### config.mk
export PLATFORM = sky130hd
export DESIGN_NAME = pc_sequencer
export DESIGN_NICKNAME = d
export VERILOG_FILES = /design/src/rtl/pcseq_pkg.sv /design/src/rtl/seq_phase_gen.sv /design/src/rtl/seq_ret_stack.sv /design/src/rtl/pc_sequencer.sv
export SDC_FILE = /design/constraint.sdc
export NUM_CORES = 1
export LEC_CHECK = 0
export CAP_MARGIN = 10
export CORE_AREA = 3 3 121 123
export DETAILED_ROUTE_END_ITERATION = 10
export DIE_AREA = 0 0 124 126
export DONT_BUFFER_PORTS = 1
export PLACE_DENSITY = 0.66
export REMOVE_ABC_BUFFERS = 1
export SLEW_MARGIN = 20
export SYNTH_ARGS = -nofsm -noshare
export SYNTH_HDL_FRONTEND = slang
export SYNTH_SLANG_ARGS = --single-unit
### constraint.sdc
create_clock -name clk -period 8.3 [get_ports clk]
set_clock_uncertainty 0.2 [all_clocks]
set_input_delay 0.83 -clock clk [delete_from_list [all_inputs] [get_ports clk]]
set_output_delay 0.83 -clock clk [all_outputs]
set_load 0.1 [all_outputs]
### src/rtl/pcseq_pkg.sv
package pcseq_pkg;
    localparam int PC_W        = 13;
    localparam int LIT_W       = 8;
    localparam int LOW_W       = 8;
    localparam int STACK_DEPTH = 8;
    localparam int PHASES      = 4;
    localparam logic [PC_W-1:0] IRQ_VECTOR = 13'h004;

    typedef enum logic [3:0] {
        FL_SEQ    = 4'd0,
        FL_JUMP   = 4'd1,
        FL_CALL   = 4'd2,
        FL_RET    = 4'd3,
        FL_RETLIT = 4'd4,
        FL_RETINT = 4'd5,
        FL_LOWWR  = 4'd6,
        FL_IE_ON  = 4'd7,
        FL_IE_OFF = 4'd8
    } flow_op_e;

    typedef struct packed {
        logic [PC_W-1:0] pc;
        logic            flush;
        logic            gie;
    } seq_state_t;

    function automatic logic [PC_W-1:0] pc_next(input logic [PC_W-1:0] pc);
        return pc + {{(PC_W-1){1'b0}}, 1'b1};
    endfunction

    function automatic logic [PC_W-1:0] pc_low_merge(input logic [PC_W-1:0] pc,
                                                     input logic [LOW_W-1:0] low);
        return {pc[PC_W-1:LOW_W], low};
    endfunction
endpackage

### src/rtl/seq_phase_gen.sv
module seq_phase_gen #(
    parameter int PHASES = 4,
    localparam int PH_W = $clog2(PHASES)
) (
    input  logic            clk,
    input  logic            rst,
    output logic [PH_W-1:0] phase,
    output logic            last
);
    localparam logic [PH_W-1:0] PH_MAX = PH_W'(PHASES - 1);

    logic [PH_W-1:0] ph_q;

    always_ff @(posedge clk) begin
        if (rst)                ph_q <= '0;
        else if (ph_q == PH_MAX) ph_q <= '0;
        else                    ph_q <= ph_q + 1'b1;
    end

    assign phase = ph_q;
    assign last  = (ph_q == PH_MAX);

    p_phase_wrap_r1: assert property (@(posedge clk) disable iff (rst)
        last |=> (phase == '0));
endmodule

### src/rtl/seq_ret_stack.sv
module seq_ret_stack #(
    parameter int DEPTH = 8,
    parameter int WIDTH = 13,
    localparam int PTR_W = $clog2(DEPTH)
) (
    input  logic             clk,
    input  logic             rst,
    input  logic             push,
    input  logic             pop,
    input  logic [WIDTH-1:0] din,
    output logic [WIDTH-1:0] dout
);
    localparam logic [PTR_W-1:0] PTR_LAST = PTR_W'(DEPTH - 1);

    logic [WIDTH-1:0] mem [DEPTH];
    logic [PTR_W-1:0] ptr_q;
    logic [PTR_W-1:0] ptr_up;
    logic [PTR_W-1:0] ptr_dn;

    assign ptr_up = (ptr_q == PTR_LAST) ? '0 : ptr_q + 1'b1;
    assign ptr_dn = (ptr_q == '0) ? PTR_LAST : ptr_q - 1'b1;
    assign dout   = mem[ptr_dn];

    always_ff @(posedge clk) begin
        if (rst) begin
            ptr_q <= '0;
            for (int i = 0; i < DEPTH; i++) mem[i] <= '0;
        end else if (push) begin
            mem[ptr_q] <= din;
            ptr_q      <= ptr_up;
        end else if (pop) begin
            ptr_q <= ptr_dn;
        end
    end

    always_comb begin
        a_no_push_pop_r11: assert (rst !== 1'b0 || !(push && pop));
    end

    p_ptr_idle_r11: assert property (@(posedge clk) disable iff (rst)
        (!push && !pop) |=> $stable(ptr_q));
endmodule

### src/rtl/pc_sequencer.sv
module pc_sequencer
    import pcseq_pkg::*;
(
    input  logic             clk,
    input  logic             rst,
    input  logic [3:0]       op_i,
    input  logic [PC_W-1:0]  target_i,
    input  logic [LIT_W-1:0] lit_i,
    input  logic [LOW_W-1:0] pcl_i,
    input  logic             irq_i,
    output logic [1:0]       phase_o,
    output logic             cyc_last_o,
    output logic [PC_W-1:0]  pc_o,
    output logic             flush_o,
    output logic             gie_o,
    output logic             w_load_o,
    output logic [LIT_W-1:0] w_data_o
);
    localparam int PH_W = $clog2(PHASES);

    seq_state_t       st_q;
    flow_op_e         op;
    logic [PH_W-1:0]  phase;
    logic             cyc_last;
    logic             take_irq;
    logic             exec;
    logic             is_pop;
    logic             push;
    logic             pop;
    logic [PC_W-1:0]  push_data;
    logic [PC_W-1:0]  stack_top;
    logic             w_load_q;
    logic [LIT_W-1:0] w_data_q;

    seq_phase_gen #(.PHASES(PHASES)) u_phase (
        .clk  (clk),
        .rst  (rst),
        .phase(phase),
        .last (cyc_last)
    );

    assign op       = flow_op_e'(op_i);
    assign take_irq = cyc_last && !st_q.flush && irq_i && st_q.gie;
    assign exec     = cyc_last && !st_q.flush && !take_irq;
    assign is_pop   = (op == FL_RET) || (op == FL_RETLIT) || (op == FL_RETINT);
    assign push     = take_irq || (exec && op == FL_CALL);
    assign pop      = exec && is_pop;
    assign push_data = take_irq ? st_q.pc : pc_next(st_q.pc);

    seq_ret_stack #(.DEPTH(STACK_DEPTH), .WIDTH(PC_W)) u_stack (
        .clk (clk),
        .rst (rst),
        .push(push),
        .pop (pop),
        .din (push_data),
        .dout(stack_top)
    );

    always_ff @(posedge clk) begin
        if (rst) begin
            st_q <= '{pc: '0, flush: 1'b0, gie: 1'b0};
        end else if (cyc_last) begin
            if (st_q.flush) begin
                st_q.flush <= 1'b0;
            end else if (take_irq) begin
                st_q.pc    <= IRQ_VECTOR;
                st_q.gie   <= 1'b0;
                st_q.flush <= 1'b1;
            end else begin
                case (op)
                    FL_JUMP, FL_CALL: begin
                        st_q.pc    <= target_i;
                        st_q.flush <= 1'b1;
                    end
                    FL_RET, FL_RETLIT: begin
                        st_q.pc    <= stack_top;
                        st_q.flush <= 1'b1;
                    end
                    FL_RETINT: begin
                        st_q.pc    <= stack_top;
                        st_q.gie   <= 1'b1;
                        st_q.flush <= 1'b1;
                    end
                    FL_LOWWR: begin
                        st_q.pc    <= pc_low_merge(st_q.pc, pcl_i);
                        st_q.flush <= 1'b1;
                    end
                    FL_IE_ON: begin
                        st_q.pc  <= pc_next(st_q.pc);
                        st_q.gie <= 1'b1;
                    end
                    FL_IE_OFF: begin
                        st_q.pc  <= pc_next(st_q.pc);
                        st_q.gie <= 1'b0;
                    end
                    default: st_q.pc <= pc_next(st_q.pc);
                endcase
            end
        end
    end

    always_ff @(posedge clk) begin
        if (rst) begin
            w_load_q <= 1'b0;
            w_data_q <= '0;
        end else begin
            w_load_q <= exec && (op == FL_RETLIT);
            if (exec && op == FL_RETLIT) w_data_q <= lit_i;
        end
    end

    assign phase_o    = 2'(phase);
    assign cyc_last_o = cyc_last;
    assign pc_o       = st_q.pc;
    assign flush_o    = st_q.flush;
    assign gie_o      = st_q.gie;
    assign w_load_o   = w_load_q;
    assign w_data_o   = w_data_q;

    p_pc_boundary_r1: assert property (@(posedge clk) disable iff (rst)
        !cyc_last |=> ($stable(st_q.pc) && $stable(st_q.gie) && $stable(st_q.flush)));

    p_flush_once_r4: assert property (@(posedge clk) disable iff (rst)
        (cyc_last && st_q.flush) |=> !st_q.flush);

    p_wload_pulse_r6: assert property (@(posedge clk) disable iff (rst)
        w_load_q |=> !w_load_q);

    p_irq_entry_r9: assert property (@(posedge clk) disable iff (rst)
        take_irq |=> (!st_q.gie && st_q.flush && st_q.pc == IRQ_VECTOR));

    p_no_irq_masked_r9: assert property (@(posedge clk) disable iff (rst)
        (cyc_last && !st_q.gie && !st_q.flush && op == FL_SEQ) |=> (st_q.pc == $past(pc_next(st_q.pc))));
endmodule

# --- Word level (Yosys, flattened, before mapping) ---
# Memories as Yosys holds them, arrays and structs flattened.
# Cells that the tools add are included.
totals:
  reg_bits: 29
  ram_bits: 104
  input_bits: 36
  word_cells: 67
  memories: 1
mem_list:
  columns: ["memory", "words", "width", "read_ports", "rd_ports_with_merged_regs", "write_ports", "line", "rtl"]
  rows:
  - ["u_stack.mem", 8, 13, 1, 0, 8, "seq_ret_stack.sv:15", "logic [WIDTH-1:0] mem [DEPTH];"]
op_classes:
  n_addsub: 4
  eq_ne: 11
  muxes: 18
  n_bitwise: 1
  reduce_logical: 24
ops:
  columns: ["operator", "count"]
  rows:
  - ["case mux 13 bit (3 select lines)", 1]
  - ["two-way mux 13 bit", 2]
  - ["equality test 4 x 3 -> 1 bit, second input constant", 4]
  - ["two-way mux 15 bit", 1]
  - ["two-way mux 3 bit", 5]
  - ["adder 13 x 1 -> 13 bit, second input constant", 1]
  - ["OR reduction 13 bit", 1]
  - ["equality test 4 x 2 -> 1 bit, second input constant", 2]
  - ["two-way mux 1 bit", 8]
  - ["logical AND 1 bit", 7]
  - ["AND reduction 3 bit", 2]
  - ["OR reduction 2 bit", 3]
  - ["OR reduction 6 bit", 1]
  - ["equality test 4 x 1 -> 1 bit, second input constant", 1]
  - ["equality test 4 bit, second input constant", 1]
  - ["adder 3 x 1 -> 3 bit, second input constant", 1]
  - ["equality test 3 bit, second input constant", 1]
  - ["zero test 3 bit", 1]
  - ["logical OR 1 bit", 3]
  - ["nonzero test 3 bit", 1]
  - ["OR reduction 3 bit", 1]
  - ["subtractor 3 x 1 -> 3 bit, second input constant", 1]
  - ["adder 2 x 1 -> 2 bit, second input constant", 1]
  - ["equality test 2 bit, second input constant", 1]
  - ["other kinds (6)", 7]

# --- Depth between registers and ports, before layout ---
depth:
  depth_word: 13
  ltp_mapped: 12

# --- Modules after synthesis ---
# A second synthesis with hierarchy kept.
hier_totals:
  hier_cells: 610
  area_unflattened_um2: 7006.7
by_module_without_submodules:
  columns: ["module", "n_inst", "cells_each", "area_per_inst_um2", "seq_area_each_um2"]
  rows:
  - ["seq_ret_stack", 1, 355, 5019.8, 3183.1]
  - ["pc_sequencer", 1, 250, 1911.8, 480.5]
  - ["seq_phase_gen", 1, 5, 75.1, 40.0]

# --- Least setup slack after synthesis ---
# OpenSTA, ideal clock, no wires.
synth_path:
  kind: "register -> register"
  start: "register u_phase.ph_q[0], in the netlist u_phase.phase[0]"
  end: "memory u_stack.mem[6][0] (enable)"
  setup_ns: 0.365
  arrival_time_ns: 3.397
  slack_ns: 4.338
  path_stages_with_launch: 7
  path_cell_list: "dfxtp_1 ha_1 nand4b_1 o41ai_1 buf_2 nand4_1 nand2b_1"
synth_lines:
  columns: ["element", "line", "rtl"]
  rows:
  - ["start, declared", "seq_phase_gen.sv:12", "logic [PH_W-1:0] ph_q;"]
  - ["start signal, assigned", "seq_phase_gen.sv:17", "else ph_q <= ph_q + 1'b1;"]
  - ["end, declared", "seq_ret_stack.sv:15", null]

==> flow_metrics.tcl <==
set metrics [dict create \
    status "finished clean" \
    grt_pass1_wl_um 26900 \
    antenna_cells 0 \
    rsz0062_at_grt "false" \
    worst-path-max-fanout 14 \
    area.growth.synth_to_final_pct 10.4 \
    yosys.area_share.adder_pct 1.87 \
    muxShareOfSynthArea_pct 7.78 \
    ys_warn_count 0 \
    synth_area_leader_cell "edfxtp_1" \
    powerDensity_nw_per_um2 206 \
    cpMostUsedCell "nand2b_1" \
    tns_ps 0 \
    cts_sinks 133 \
    synth_xor_area_share_pct 2.49 \
    crit_path_cell_trace "ha_1, nand2b_1, o41ai_2, nand4_1, nand2b_1" \
    drt-pass1-iter-count 5 \
    cts_resized 0 \
    yosysUniqueCellTypes 57 \
    slowest_stage "ha_1" \
    multi_input_area_um2 2770 \
    synth_common_cells "nor2_1 (139), edfxtp_1 (104), o21ai_0 (37)" \
    highest_layer "met4" \
    critPathLaunchType "flop" \
    die_h_um 126 \
    cap_violations 0 \
    worst_pin_slew_ps 1140 \
    place_ws_ps 2770 \
    crit_path_max_incr_delay_ps 1070 \
    crit_path_end_kind "flop" \
    wl_per_cell_um 22.6 \
    finalSetupViolCount 0 \
    antenna_left 0 \
    synth.avg_cell_area_um2 10.9 \
    synth_area_um2 6690 \
    period_needed_ps 5560 \
    cts_hold_buf 0 \
    cts_tree "built" \
    root_buffer "clkbuf_16" \
    synth_seq_area_share_pct 55.4 \
    drcViolationCount 0 \
    clk_latency_ps 400 \
    wl_met2_um 8300 \
    grt_pass1_vias 4642 \
    yosysMostFrequentCell "nor2_1" \
    fmax_ghz 0.180 \
    grt_antenna_before_repair 0 \
    ios 63 \
    ctsHtreeMaxLevel 4 \
    r2r_slack_ps 2740 \
    worst-endpoint-required_ps 8130 \
    overflow 0 \
    synth_cells 612 \
    clockBufferDepth 2 \
    ys.flop_type "edfxtp_1" \
    synthArstFlopShare_pct 0 \
    cts.clk_slew.worst_paths_ps 60 \
    gp_congestion 0.898 \
    vias 4908 \
    numCtsBuffers 17 \
    cts_setup_buffers 0 \
    die_w_um 124 \
    path_class "flop to flop" \
    p_leak_nw 2.45 \
    num_rows 43 \
    nets 647 \
    core_area_um2 13800 \
    synth_edf_count 104 \
    wl_met3_um 1930 \
    dp_hpwl_um 12700 \
    synthTopCellsByArea "edfxtp_1 (47%), dfxtp_1 (8.7%), nor2_1 (7.8%)" \
    drive_above_1_share_pct 11.7 \
    grt_max_degree 42 \
    wl_um 18000 \
    wl_met1_um 7330 \
    port_buffers 0 \
    fin_crit_sh_pct 66.9 \
    hold_viol 0 \
    maxSlewHeadroom_pct 23.7 \
    seqCellArea_um2 3700 \
    synth-compound-area-share_pct 12.8 \
    die_area_um2 15600 \
    synth_top_area_share_pct 46.7 \
    drv_slew 0 \
    ys_ff_latch 133 \
    ir_drop_mv 0.167 \
    initial_core_util_pct 48.6 \
    grtUsageTotal_pct 23.4 \
    crit_arrival_ps 5390 \
    drt_iter0_drc 675 \
    timing.final.ws_setup_ps 2740 \
    vias_per_cell 6.17 \
    hold_class "primary input to flop" \
    synth-simple-area-share_pct 16.1 \
    synth_top_family_by_area "simple AND/OR/NAND/NOR gates" \
    fillCellCount 1217 \
]
-- path summary, 6_finish.rpt --
check | startpoint | cells past startpoint | endpoint
max reg2reg | u_phase.phase[0] | 5 | u_stack.mem[7][4]
min | rst | 1 | w_load_o
max | u_phase.phase[0] | 5 | u_stack.mem[7][4]
min reg2reg | pc_o[1] | 2 | pc_o[1]
-- power by group --
part	leakage (nW)	internal, mW	switching [mW]
Combinational	0.902	0.0332	0.0767
Sequential	1.31	0.737	0.0228
Clock	0.244	0.376	0.276
Total	2.45	1.15	0.376
-- layer usage --
layer / vias to the layer above / GRT usage, %
li1: 2239 / -
met1: 2348 / 32.1
met5: - / 0
met3: 25 / 6.42
met4: 0 / 7.60
met2: 296 / 36.3
-- critical path: cells and delay by family, from the launching register on --
family          cells  cell delay, ps
compound gates      1            1030
simple gates        3            1890
flops               1             980
fa+ha+maj           1            1070
-- sequential cells by signal, indices dropped and copies added (netlist names) --
signal / count
flush_o: 1
w_load_o: 1
u_phase.phase: 2
w_data_o: 8
u_stack.ptr_q: 3
gie_o: 1
pc_o: 13
u_stack.mem: 104
-- area by class of cell --
type / instances / share of cell area (%)
Inverter: 10 / 0.508
Clock inverter: 13 / 1.20
Sequential cell: 133 / 50.2
Multi-Input combinational cell: 425 / 37.5
Clock buffer: 17 / 5.76
Timing Repair Buffer: 18 / 1.83
Tap cell: 180 / 3.05
-- per-stage QoR --
| step | hold WS (ps) | instance area, um^2 | total power, mW | std cells | utilization (%) |
|---|---|---|---|---|---|
| finish | 293 | 7380 | 1.52 | 796 | 53.6 |
| global placement | 388 | 6850 | 0.880 | 766 | 49.7 |
| CTS | 280 | 7380 | 1.53 | 796 | 53.6 |
| global route | 272 | 7380 | 1.58 | 796 | 53.6 |
| detailed placement | 396 | 6860 | 0.881 | 766 | 49.8 |
| floorplan | 457 | 6480 | 0.848 | 568 | - |
-- layout by cell type, fill, tap and decap left out, types with 3 or more instances in the layout --
cell / instances
a211o_1: 3
a211oi_1: 19
a21oi_1: 15
a221oi_1: 14
a221oi_2: 3
a22o_1: 3
a22oi_1: 4
a31oi_1: 4
and2_1: 5
buf_4: 18
clkbuf_16: 17
clkinv_2: 4
clkinv_4: 3
clkinvlp_4: 4
dfxtp_1: 29
edfxtp_1: 104
ha_1: 6
inv_1: 10
maj3_1: 5
mux2i_1: 24
mux4_2: 12
nand2_1: 22
nand2b_1: 14
nand3_1: 12
nand3b_1: 3
nand4_1: 7
nor2_1: 139
nor2b_1: 9
nor3_1: 11
nor3b_1: 3
o21ai_0: 37
xnor2_1: 7
xor2_1: 10
-- kinds of logic (layout without fill, tap and decap cells) --
family                     count (synthesis)  in the layout
DFF                                      133            133
AOI/OAI and AO/OA                        122            122
xor gates and xnor gates                  19             19
and+or+nand+nor                          236            236
muxes                                     37             37
buffers and inverters                     54             58
adders and majority gates                 11             11
(Power assumes the default switching activity.)
